--- config.mk ---
export PLATFORM = sky130hd
export DESIGN_NAME = wdk_top
export DESIGN_NICKNAME = d
export VERILOG_FILES = /design/src/rtl/wdk_pkg.sv /design/src/rtl/wdk_rst_sync.sv /design/src/rtl/wdk_arm.sv /design/src/rtl/wdk_ctrl.sv /design/src/rtl/wdk_counter.sv /design/src/rtl/wdk_top.sv
export SDC_FILE = /design/constraint.sdc
export NUM_CORES = 1
export LEC_CHECK = 0
export BUFFER_PORTS_ARGS = -buffer_cell sky130_fd_sc_hd__buf_2
export CAP_MARGIN = 15
export CORE_ASPECT_RATIO = 1.2
export CORE_MARGIN = 2
export CORE_UTILIZATION = 34
export CTS_BUF_LIST = sky130_fd_sc_hd__clkbuf_16
export DETAILED_ROUTE_END_ITERATION = 7
export GPL_ROUTABILITY_DRIVEN = 0
export SLEW_MARGIN = 20
export SYNTH_ARGS = -nofsm -noshare
export SYNTH_HDL_FRONTEND = slang
export SYNTH_HIERARCHICAL = 1
export SYNTH_SLANG_ARGS = --single-unit
--- constraint.sdc ---
create_clock -name clk -period 1.5 [get_ports clk]
set_clock_uncertainty 0.1 [all_clocks]
set_input_delay 0.15 -clock clk [delete_from_list [all_inputs] [get_ports clk]]
set_output_delay 0.15 -clock clk [all_outputs]
set_load 0.01 [all_outputs]
--- src/rtl/wdk_pkg.sv ---
package wdk_pkg;
  localparam logic [7:0] KEY_KICK = 8'hA5;
  localparam logic [7:0] KEY_ARM  = 8'hDE;
  localparam logic [7:0] KEY_FIRE = 8'hAD;
  localparam logic [7:0] KEY_LOCK = 8'hFF;
endpackage

--- src/rtl/wdk_rst_sync.sv ---
module wdk_rst_sync (
  input  logic clk,
  input  logic rst_n,
  output logic rst_n_sync
);
  logic [1:0] stage_q;

  always_ff @(posedge clk or negedge rst_n) begin
    if (!rst_n) stage_q <= 2'b00;
    else        stage_q <= {stage_q[0], 1'b1};
  end

  assign rst_n_sync = stage_q[1];
endmodule

--- src/rtl/wdk_arm.sv ---
module wdk_arm #(
  parameter int WIN_CYC = 4
) (
  input  logic       clk,
  input  logic       rst_n,
  input  logic       wr_en,
  input  logic [7:0] wr_data,
  output logic       armed
);
  import wdk_pkg::*;
  localparam int WIN_W = $clog2(WIN_CYC + 1);

  logic             armed_q, armed_d;
  logic [WIN_W-1:0] win_q, win_d;

  always_comb begin
    armed_d = armed_q;
    win_d   = win_q;
    if (wr_en) begin
      armed_d = (wr_data == KEY_ARM);
      win_d   = WIN_W'(WIN_CYC - 1);
    end else if (armed_q) begin
      if (win_q == '0) armed_d = 1'b0;
      else             win_d   = win_q - 1'b1;
    end
  end

  always_ff @(posedge clk or negedge rst_n) begin
    if (!rst_n) begin
      armed_q <= 1'b0;
      win_q   <= '0;
    end else begin
      armed_q <= armed_d;
      win_q   <= win_d;
    end
  end

  assign armed = armed_q;


  armed_clear_chk: assert property (@(posedge clk) disable iff (!rst_n)
    (wr_en && wr_data != KEY_ARM) |=> !armed_q);
endmodule

--- src/rtl/wdk_ctrl.sv ---
module wdk_ctrl #(
  parameter int FIELD_W = 3
) (
  input  logic               clk,
  input  logic               rst_n,
  input  logic               wr_en,
  input  logic [7:0]         wr_data,
  input  logic               armed,
  output logic               enable,
  output logic               restart,
  output logic [FIELD_W-1:0] field
);
  import wdk_pkg::*;

  logic               en_q, en_d;
  logic               lock_q, lock_d;
  logic [FIELD_W-1:0] field_q, field_d;
  logic               kick, kill;

  assign kick = wr_en && (wr_data == KEY_KICK);
  assign kill = wr_en && (wr_data == KEY_FIRE) && armed && !lock_q;

  always_comb begin
    en_d    = en_q;
    lock_d  = lock_q;
    field_d = field_q;
    if (kick)      en_d = 1'b1;
    else if (kill) en_d = 1'b0;
    if (wr_en && (wr_data == KEY_LOCK)) lock_d = 1'b1;
    if (wr_en && !wr_data[7]) field_d = wr_data[FIELD_W-1:0];
  end

  always_ff @(posedge clk or negedge rst_n) begin
    if (!rst_n) begin
      en_q    <= 1'b1;
      lock_q  <= 1'b0;
      field_q <= '1;
    end else begin
      en_q    <= en_d;
      lock_q  <= lock_d;
      field_q <= field_d;
    end
  end

  assign enable  = en_q;
  assign restart = kick || kill;
  assign field   = field_q;


  lock_sticky_chk: assert property (@(posedge clk) disable iff (!rst_n)
    lock_q |=> lock_q);

  lock_hold_chk: assert property (@(posedge clk) disable iff (!rst_n)
    (lock_q && en_q) |=> en_q);

  lock_no_enable_chk: assert property (@(posedge clk) disable iff (!rst_n)
    (wr_en && wr_data == KEY_LOCK && !en_q) |=> !en_q);

  field_hold_chk: assert property (@(posedge clk) disable iff (!rst_n)
    (wr_en && wr_data[7]) |=> $stable(field_q));
endmodule

--- src/rtl/wdk_counter.sv ---
module wdk_counter #(
  parameter int FIELD_W  = 3,
  parameter int BASE_EXP = 3
) (
  input  logic               clk,
  input  logic               rst_n,
  input  logic               enable,
  input  logic               restart,
  input  logic [FIELD_W-1:0] field,
  output logic               reset_req
);
  localparam int MAX_EXP = 2 * (BASE_EXP + (1 << FIELD_W) - 1);
  localparam int CNT_W   = MAX_EXP;

  logic [CNT_W-1:0] cnt_q, cnt_d;
  logic             req_q, req_d;
  logic [CNT_W:0]   limit;
  logic             expire;

  assign limit  = (CNT_W + 1)'(1) << (2 * (BASE_EXP + int'(field)));
  assign expire = ({1'b0, cnt_q} >= (limit - 1'b1));

  always_comb begin
    cnt_d = cnt_q;
    req_d = 1'b0;
    if (restart || !enable) begin
      cnt_d = '0;
    end else if (expire) begin
      cnt_d = '0;
      req_d = 1'b1;
    end else begin
      cnt_d = cnt_q + 1'b1;
    end
  end

  always_ff @(posedge clk or negedge rst_n) begin
    if (!rst_n) begin
      cnt_q <= '0;
      req_q <= 1'b0;
    end else begin
      cnt_q <= cnt_d;
      req_q <= req_d;
    end
  end

  assign reset_req = req_q;


  pulse_single_chk: assert property (@(posedge clk) disable iff (!rst_n)
    req_q |=> !req_q);

  kick_restart_chk: assert property (@(posedge clk) disable iff (!rst_n)
    restart |=> (cnt_q == '0 && !req_q));

  quiet_when_off_chk: assert property (@(posedge clk) disable iff (!rst_n)
    !enable |=> !req_q);
endmodule

--- src/rtl/wdk_top.sv ---
module wdk_top #(
  parameter int FIELD_W  = 3,
  parameter int BASE_EXP = 3,
  parameter int WIN_CYC  = 4
) (
  input  logic       clk,
  input  logic       rst_n,
  input  logic       wr_en,
  input  logic [7:0] wr_data,
  input  logic       rd_en,
  output logic [7:0] rd_data,
  output logic       reset_req
);
  logic               rst_n_s;
  logic               armed, enable, restart;
  logic [FIELD_W-1:0] field;

  wdk_rst_sync u_sync (.clk(clk), .rst_n(rst_n), .rst_n_sync(rst_n_s));

  wdk_arm #(.WIN_CYC(WIN_CYC)) u_arm (
    .clk(clk), .rst_n(rst_n_s), .wr_en(wr_en), .wr_data(wr_data), .armed(armed)
  );

  wdk_ctrl #(.FIELD_W(FIELD_W)) u_ctrl (
    .clk(clk), .rst_n(rst_n_s), .wr_en(wr_en), .wr_data(wr_data),
    .armed(armed), .enable(enable), .restart(restart), .field(field)
  );

  wdk_counter #(.FIELD_W(FIELD_W), .BASE_EXP(BASE_EXP)) u_cnt (
    .clk(clk), .rst_n(rst_n_s), .enable(enable), .restart(restart),
    .field(field), .reset_req(reset_req)
  );

  assign rd_data = rd_en ? {{(8 - FIELD_W){1'b0}}, field} : 8'h00;


  rd_idle_chk: assert property (@(posedge clk) disable iff (!rst_n_s)
    !rd_en |-> (rd_data == 8'h00));
endmodule

==> results by group, run 1 <==
Clocking
  • # clock sinks: 32
  • Post-CTS setup repair buffer count: 0
  • Root Driver: clkbuf_16
  • CTS tree: yes
  • Clk Latency, worst-skew pair: 0.28 ns
  • H-tree lvl count: 2
  • Clock slew at the register clock pins of the worst setup and hold paths: 0.05 ns
  • Max clock buf depth: 2
  • Clock buffer count from CTS: 5

Synth
  • Post-synthesis sequential area ratio: 0.3744
  • Synth area leader: dfrtp_1
  • Netlist cell types: 42
  • Share of the synthesized area in the top cell type: 0.3256
  • Post-synth ARST share: 1.000
  • EDFF count, synth: 0
  • Most frequent cells after synthesis: dfrtp_1, nand2_1, ha_1, nor2_1, nand3_1
  • Seq cells post-synth: 32
  • Post-Syn Area: around 0.0022 mm2
  • Post-Syn Instances: 237
  • Post-synth top flop: dfrtp_1
  • Synth Warn #: 6
  • Syn Area/Cell: between 9 and 10 um2
  • Top cells by area, synth: dfrtp_1, ha_1, dfstp_2
  • Most common cell in the netlist: dfrtp_1

Drt
  • WL/cell: 13.00 um
  • Final wirelength: around 5000 um
  • Via density: 4.804
  • DRC Markers: 0
  • First DRT Iteration DRCs: 47
  • Post-DRT Antenna Nets: 0
  • Drt first pass iters: 4
  • Via count: between 1.5k and 2k

Global routing
  • Largest net degree at the start of global routing: 31
  • Vias in the first global route: around 1.9k
  • First-pass GRT wire length: roughly 8700 um
  • Antenna violations before repair: 0
  • GRT Total Usage: 0.1577
  • Gr ovfl total: 0

Pwr
  • P per Cell Area: ~1100 mW/mm2
  • Static Leakage: 1.430 nW
  • Peak VDD IR: 0.0005699 V
  • Post-route total power: 0.003244 W

Layout
  • Finished Layout Cells: roughly 390
  • Final net count: around 340
  • Fin area: approximately 0.0030 mm2
  • Flip-flop and latch area: slightly above 800 um2
  • P&R area growth vs syn: 38.55%
  • Antenna diodes: 0
  • Share of cells above drive strength 1: 0.3431
  • Multi-input gate area: approximately 0.0014 mm2
  • Fillers: a little over 600

Hold path
  • Hold Path Class: input pin to flip-flop

Critical path
  • Critical Path Source: u_ctrl/field[2]$_DFFE_PN1P_
  • Crit path arrival time: 2.50 ns
  • R2R depth: 9
  • Crit. End Element: flip-flop
  • Worst EP required: approximately 1.6 ns
  • Critical path fanouts, max: 21
  • Worst setup endpoint: u_cnt/cnt_q[19]$_DFF_PN0_
  • R2r setup slk: -0.92 ns
  • Kind of critical path: flip-flop to flip-flop
  • Worst R2R Start: u_ctrl/field[2]$_DFFE_PN1P_
  • Crit path launch type: flip-flop
  • FF-to-FF End: u_cnt/cnt_q[19]$_DFF_PN0_

Outcome
  • Outcome: finished with violations
  • Failing checks: negative setup slack

Timing
  • Fin Hold WS: approximately 0.045 ns
  • # setup viols final: 21
  • Tmin final: between 2 and 2.5 ns
  • Max-slew violation count: 0
  • Final period util: 1.611
  • Setup ws final: -0.9164 ns
  • Hold Fails Final Rpt: 0
  • Max frequency: between 400 and 500 MHz
  • RSZ-0062 raised after global routing: true

Placement
  • Area post-placement: about 0.0027 mm2
  • Final HPWL DP: between 3000 and 4000 um
  • Placed insts: between 300 and 400
  • I/O Buffers: 15

Floorplanning
  • Cell row count: 31
  • Initial Utilization: 0.3534
  • # IOs: 21
  • Die width: between 70 and 80 um
  • Core box area: 0.006090 mm2
  • Die height: a little over 90 um
  • Die area: roughly 0.007 mm2

Flow run
  • Max-cap violation count: 0
-- sequential cells by signal, indices dropped and copies added (netlist names) --
name / cells
u_cnt/cnt_q: 20
u_arm/win_q: 3
u_ctrl/field: 3
u_sync/stage_q: 2
u_arm/armed: 1
u_cnt/reset_req: 1
u_ctrl/enable: 1
u_ctrl/lock_q: 1
-- critical path, cell delays in order (launching register included) --
cell      delay, ns
dfstp_2        0.57
o21ai_1        0.09
or2_2          0.28
ha_1           0.19
a21oi_2        0.18
o221ai_4       0.13
nor4_4         0.28
a31oi_4        0.13
buf_12         0.17
nor3b_1        0.19
-- repair_timing --
| action | 4_1_cts | 5_1_grt |
|---|---|---|
| endpoints found under the hold margin | 3 | 0 |
| gates resized for setup | 9 | 9 |
| endpoints found under the setup margin | 21 | 24 |
| hold buffers | 2 | 0 |
| pin swaps | 0 | 4 |
-- cells by family after synthesis --
group | after synthesis | synth area share
simple gates | 111 | 0.2791
other cells | 4 | 0.006975
flops | 32 | 0.3744
fa+ha+maj | 21 | 0.1221
mux | 4 | 0.02035
compound gates | 24 | 0.06803
buf+inv | 23 | 0.05581
xor+xnor | 18 | 0.07326
-- placed cells by master, fill, tap and decap left out, types with 3 or more instances in the layout --
cell,count
xnor2_1,10
nor2b_1,5
nand2b_1,3
buf_4,49
buf_2,15
nand2_1,22
o21ai_0,7
dfrtp_1,28
mux2_2,3
and4_1,3
nand3_2,3
and3_1,3
ha_1,17
nand4_1,6
xor2_1,8
nor2_1,21
nor3b_1,5
a21oi_2,3
ha_4,4
inv_1,12
a21oi_1,5
and2_1,4
nand3_1,11
dfstp_2,4
nor3_1,7
conb_1,9
clkbuf_16,5
-- layout make-up --
cell class | instances | share of cell area
Clock buffer | 5 | 0.04196
Sequential cell | 32 | 0.2702
Tap cell | 82 | 0.03441
Clock inverter | 3 | 0.006295
Multi-Input combinational cell | 187 | 0.4700
Inverter | 12 | 0.01511
Timing Repair Buffer | 67 | 0.1620
-- through the flow --
stage          utilization  setup slack (ns)  setup TNS [ns]
2_1_floorplan            -           -0.8524          -17.59
3_3_place_gp        0.4405           -0.8923          -18.04
3_5_place_dp        0.4405           -0.9629          -19.01
4_1_cts             0.4794           -0.8858          -17.77
5_1_grt             0.4896            -1.067          -22.01
6_report            0.4896           -0.9164          -18.78
-- power by group --
part	total, W	internal, W	switching, W
Combinational	0.00117	0.000618	0.000548
Sequential	0.00110	0.000988	0.000114
Clock	0.000976	0.000607	0.000369
Total	0.00324	0.00221	0.00103
-- worst min path at each step --
| stage | from | to | slack [ns] | depth (start not counted) |
|---|---|---|---|---|
| 6_report | wr_data[2] | u_ctrl/field[2]$_DFFE_PN1P_ | 0.05 | 2 |
| 5_1_grt | wr_data[1] | u_ctrl/field[1]$_DFFE_PN1P_ | 0.06 | 2 |
| 4_1_cts | wr_data[2] | u_ctrl/field[2]$_DFFE_PN1P_ | 0.04 | 2 |
| 3_5_place_dp | rst_n | u_sync/stage_q[1]$_DFF_PN0_ | -0.16 | 1 |
| 3_3_place_gp | rst_n | u_sync/stage_q[1]$_DFF_PN0_ | -0.17 | 1 |
| 2_1_floorplan | rst_n | u_sync/stage_q[0]$_DFF_PN0_ | -0.25 | 0 |
-- metal layers --
metal,global-route usage,part of all wire,vias up
li1,-,-,946
met2,0.2714,0.51,19
met5,0,0,-
met4,0.06364,0.021,0
met3,0.02982,0.018,7
met1,0.1934,0.45,892
(Power assumes the default switching activity.)
==> run 2, diff against run 1 <==
- clock period: 1.5 -> 2.23 ns (I/O delays scaled with it)
==> run 2 against run 1 <==
Against the previous run:
- the run still ends with negative setup slack left
- combinational power is 56% lower
- critical endpoint is now u_cnt/cnt_q[17]$_DFF_PN0_
- final area decreased by 11%
- worst setup slack better by 0.69 ns
- final cell count fell by 8.5%
- highest routed layer unchanged
- critical path depth unchanged
- sequential share of layout area rose by 3.4 points
- clock power down 22%
==> results by group, run 2 (synthesis gave the netlist of run 1 again) <==
Drt
  • Via density: 4.803 (about the same)
  • WL/cell: 12.27 um (-5.6%)
  • Via count: 1705 (-8.5%)
  • Post-DRT Antenna Nets: 0 (unchanged)
  • Final wirelength: 4357 um (-14%)
  • First DRT Iteration DRCs: 117 (+150%)
  • Drt first pass iters: 4 (unchanged)
  • DRC Markers: 0 (unchanged)

Timing
  • # setup viols final: 21 (unchanged)
  • Setup TNS: -4.386 ns (+14.40 ns)
  • Max-slew violation count: 0 (unchanged)
  • RSZ-0062 raised after global routing: true
  • Final period util: 1.100 (-0.5109)
  • Fin Hold WS: 0.03681 ns (-0.008199 ns)
  • Tmin final: 2.453 ns (+0.03660 ns)
  • Hold Fails Final Rpt: 0 (unchanged)
  • Max frequency: 407.7 MHz (-1.5%)
  • Setup ws final: -0.2230 ns (+0.6934 ns)

Clocking
  • # clock sinks: 32 (unchanged)
  • Root Driver: clkbuf_16
  • Clock slew at the register clock pins of the worst setup and hold paths: 0.05 ns (about the same)
  • CTS tree: yes
  • H-tree lvl count: 2 (unchanged)
  • Clock buffer count from CTS: 5 (unchanged)
  • Max clock buf depth: 2 (unchanged)
  • Clk Latency, worst-skew pair: 0.28 ns (about the same)

Floorplanning
  • # IOs: 21 (unchanged)
  • Die area: 0.006984 mm2 (unchanged)
  • Initial Utilization: 0.3534 (unchanged)
  • Die height: 91.15 um (unchanged)
  • Die width: 76.63 um (unchanged)
  • Core box area: 0.006090 mm2 (unchanged)
  • Cell row count: 31 (unchanged)

Pwr
  • Peak VDD IR: 0.0003145 V (-45%)
  • P per Cell Area: 780.0 mW/mm2 (-28%)
  • Static Leakage: 1.258 nW (-12%)

Critical path
  • Levels on crit path: 9 (unchanged)
  • R2r setup slk: -0.22 ns (+0.69 ns)
  • Worst EP required: 2.29 ns (+0.70 ns)
  • CP Buf/Inv Count: 1 (unchanged)
  • Crit. End Element: flip-flop
  • Crit path arrival time: 2.51 ns (about the same)
  • Critical Path Max Stage Delay: 0.58 ns (about the same)
  • Critical Path, Cell by Cell: a21oi_2 -> nand2b_1 -> ha_1 -> nand4_1 -> nor3_1 -> or3b_4 -> a31oi_4 -> buf_12 -> nor3b_1
  • CP max stage cell: dfstp_2
  • Cell family with most CP delay: simple AND/OR/NAND/NOR gates
  • FF-to-FF End: u_cnt/cnt_q[17]$_DFF_PN0_
  • Crit path launch type: flip-flop
  • R2R depth: 9 (unchanged)
  • Critical path fanouts, max: 21 (unchanged)
  • Kind of critical path: flip-flop to flip-flop
  • Worst R2R Start: u_ctrl/field[1]$_DFFE_PN1P_

Hold path
  • Worst Hold End: u_ctrl/enable$_DFFE_PN1P_
  • Hold Path Class: input pin to flip-flop
  • HP Start: wr_data[3]
  • Hold Path Stages: 2 (unchanged)

Outcome
  • Outcome: finished with violations
  • Failing checks: negative setup slack

Layout
  • Largest Register: u_cnt/cnt_q
  • Final net count: 305 (-9.8%)
  • Most common cell after layout, fill and taps aside: dfrtp_1
  • P&R area growth vs syn: 22.91%
  • Finished Layout Cells: 355 (-8.5%)
  • Share of cells above drive strength 1: 0.2234 (-0.1197)
  • Largest register FFs: 20 (unchanged)
  • Most frequent cells in the layout: dfrtp_1, nand2_1, nor2_1, ha_1, buf_4
  • Antenna diodes: 0 (unchanged)
  • Fin area: 0.002645 mm2 (-11%)

Global routing
  • First-pass GRT wire length: 7797 um (-10%)
  • Gr ovfl total: 0 (unchanged)
  • Antenna violations before repair: 0 (unchanged)
  • GRT Total Usage: 0.1380 (-0.01970)
  • Vias in the first global route: 1745 (-8.0%)
  • Largest net degree at the start of global routing: 31 (unchanged)

Placement
  • Final HPWL DP: 3281 um (-13%)
  • Placement Setup Slack: -0.2325 ns (+0.7305 ns)
  • I/O Buffers: 15 (unchanged)
  • Area post-placement: 0.002435 mm2 (-9.2%)
  • Placed insts: 345 (-8.7%)

Flow run
  • Max-cap violation count: 0 (unchanged)
==> run 2: worst reg2reg max path: cells and delay by family (launching register included) <==
| family | cells | cell delay (ns) |
|---|---|---|
| buffers and inverters | 1 | 0.18 |
| DFF | 1 | 0.58 |
| and+or+nand+nor | 5 | 0.95 |
| AOI/OAI and AO/OA | 2 | 0.24 |
| adders and majority gates | 1 | 0.29 |
==> run 2: final cells by class <==
class | count | area [um2]
Inverter | 12 | 45.04
Fill cell | 607 | 3445
Clock inverter | 3 | 42.54
Multi-Input combinational cell | 187 | 1291
Sequential cell | 32 | 805.8
Timing Repair Buffer | 34 | 232.7
Clock buffer | 5 | 125.1
Tap cell | 82 | 102.6
==> run 2: how the worst max path moves through the flow <==
stage                                     start                         to  slack [ns]
global placement    u_ctrl/field[2]$_DFFE_PN1P_  u_cnt/cnt_q[17]$_DFF_PN0_       -0.20
floorplan           u_ctrl/field[1]$_DFFE_PN1P_   u_cnt/cnt_q[0]$_DFF_PN0_       -0.12
global route        u_ctrl/field[2]$_DFFE_PN1P_  u_cnt/cnt_q[18]$_DFF_PN0_       -0.37
CTS                 u_ctrl/field[1]$_DFFE_PN1P_  u_cnt/reset_req$_DFF_PN0_       -0.23
detailed placement  u_ctrl/field[2]$_DFFE_PN1P_  u_cnt/cnt_q[18]$_DFF_PN0_       -0.23
finish              u_ctrl/field[1]$_DFFE_PN1P_  u_cnt/cnt_q[17]$_DFF_PN0_       -0.22
==> run 2: timing repair <==
item	CTS	global route
endpoints found under the setup margin	21	21
resized for setup	2	2
endpoints found under the hold margin	2	0
setup buffers	1	0
hold buffers	1	0
==> run 2: per-layer routing <==
layer  track usage  share of wire  vias up
met4       0.04848          0.016        0
met1        0.1674           0.48      802
met5             0              0        -
met2        0.2448           0.49       17
li1              -              -      881
met3       0.02386          0.020        5
==> run 2: stage by stage <==
step | power (W) | util
2_1_floorplan | 0.001138 | -
3_3_place_gp | 0.001289 | 0.3998
3_5_place_dp | 0.001298 | 0.3998
4_1_cts | 0.002080 | 0.4319
5_1_grt | 0.002211 | 0.4344
6_report | 0.002063 | 0.4344
==> run 2: power breakdown <==
group | total, W | internal (W) | switching (W) | leakage, nW
logic | 0.000517 | 0.000254 | 0.000263 | 0.777
clock network | 0.000762 | 0.000523 | 0.000238 | 0.0798
registers | 0.000784 | 0.000665 | 0.000119 | 0.402
total | 0.00206 | 0.00144 | 0.000621 | 1.26
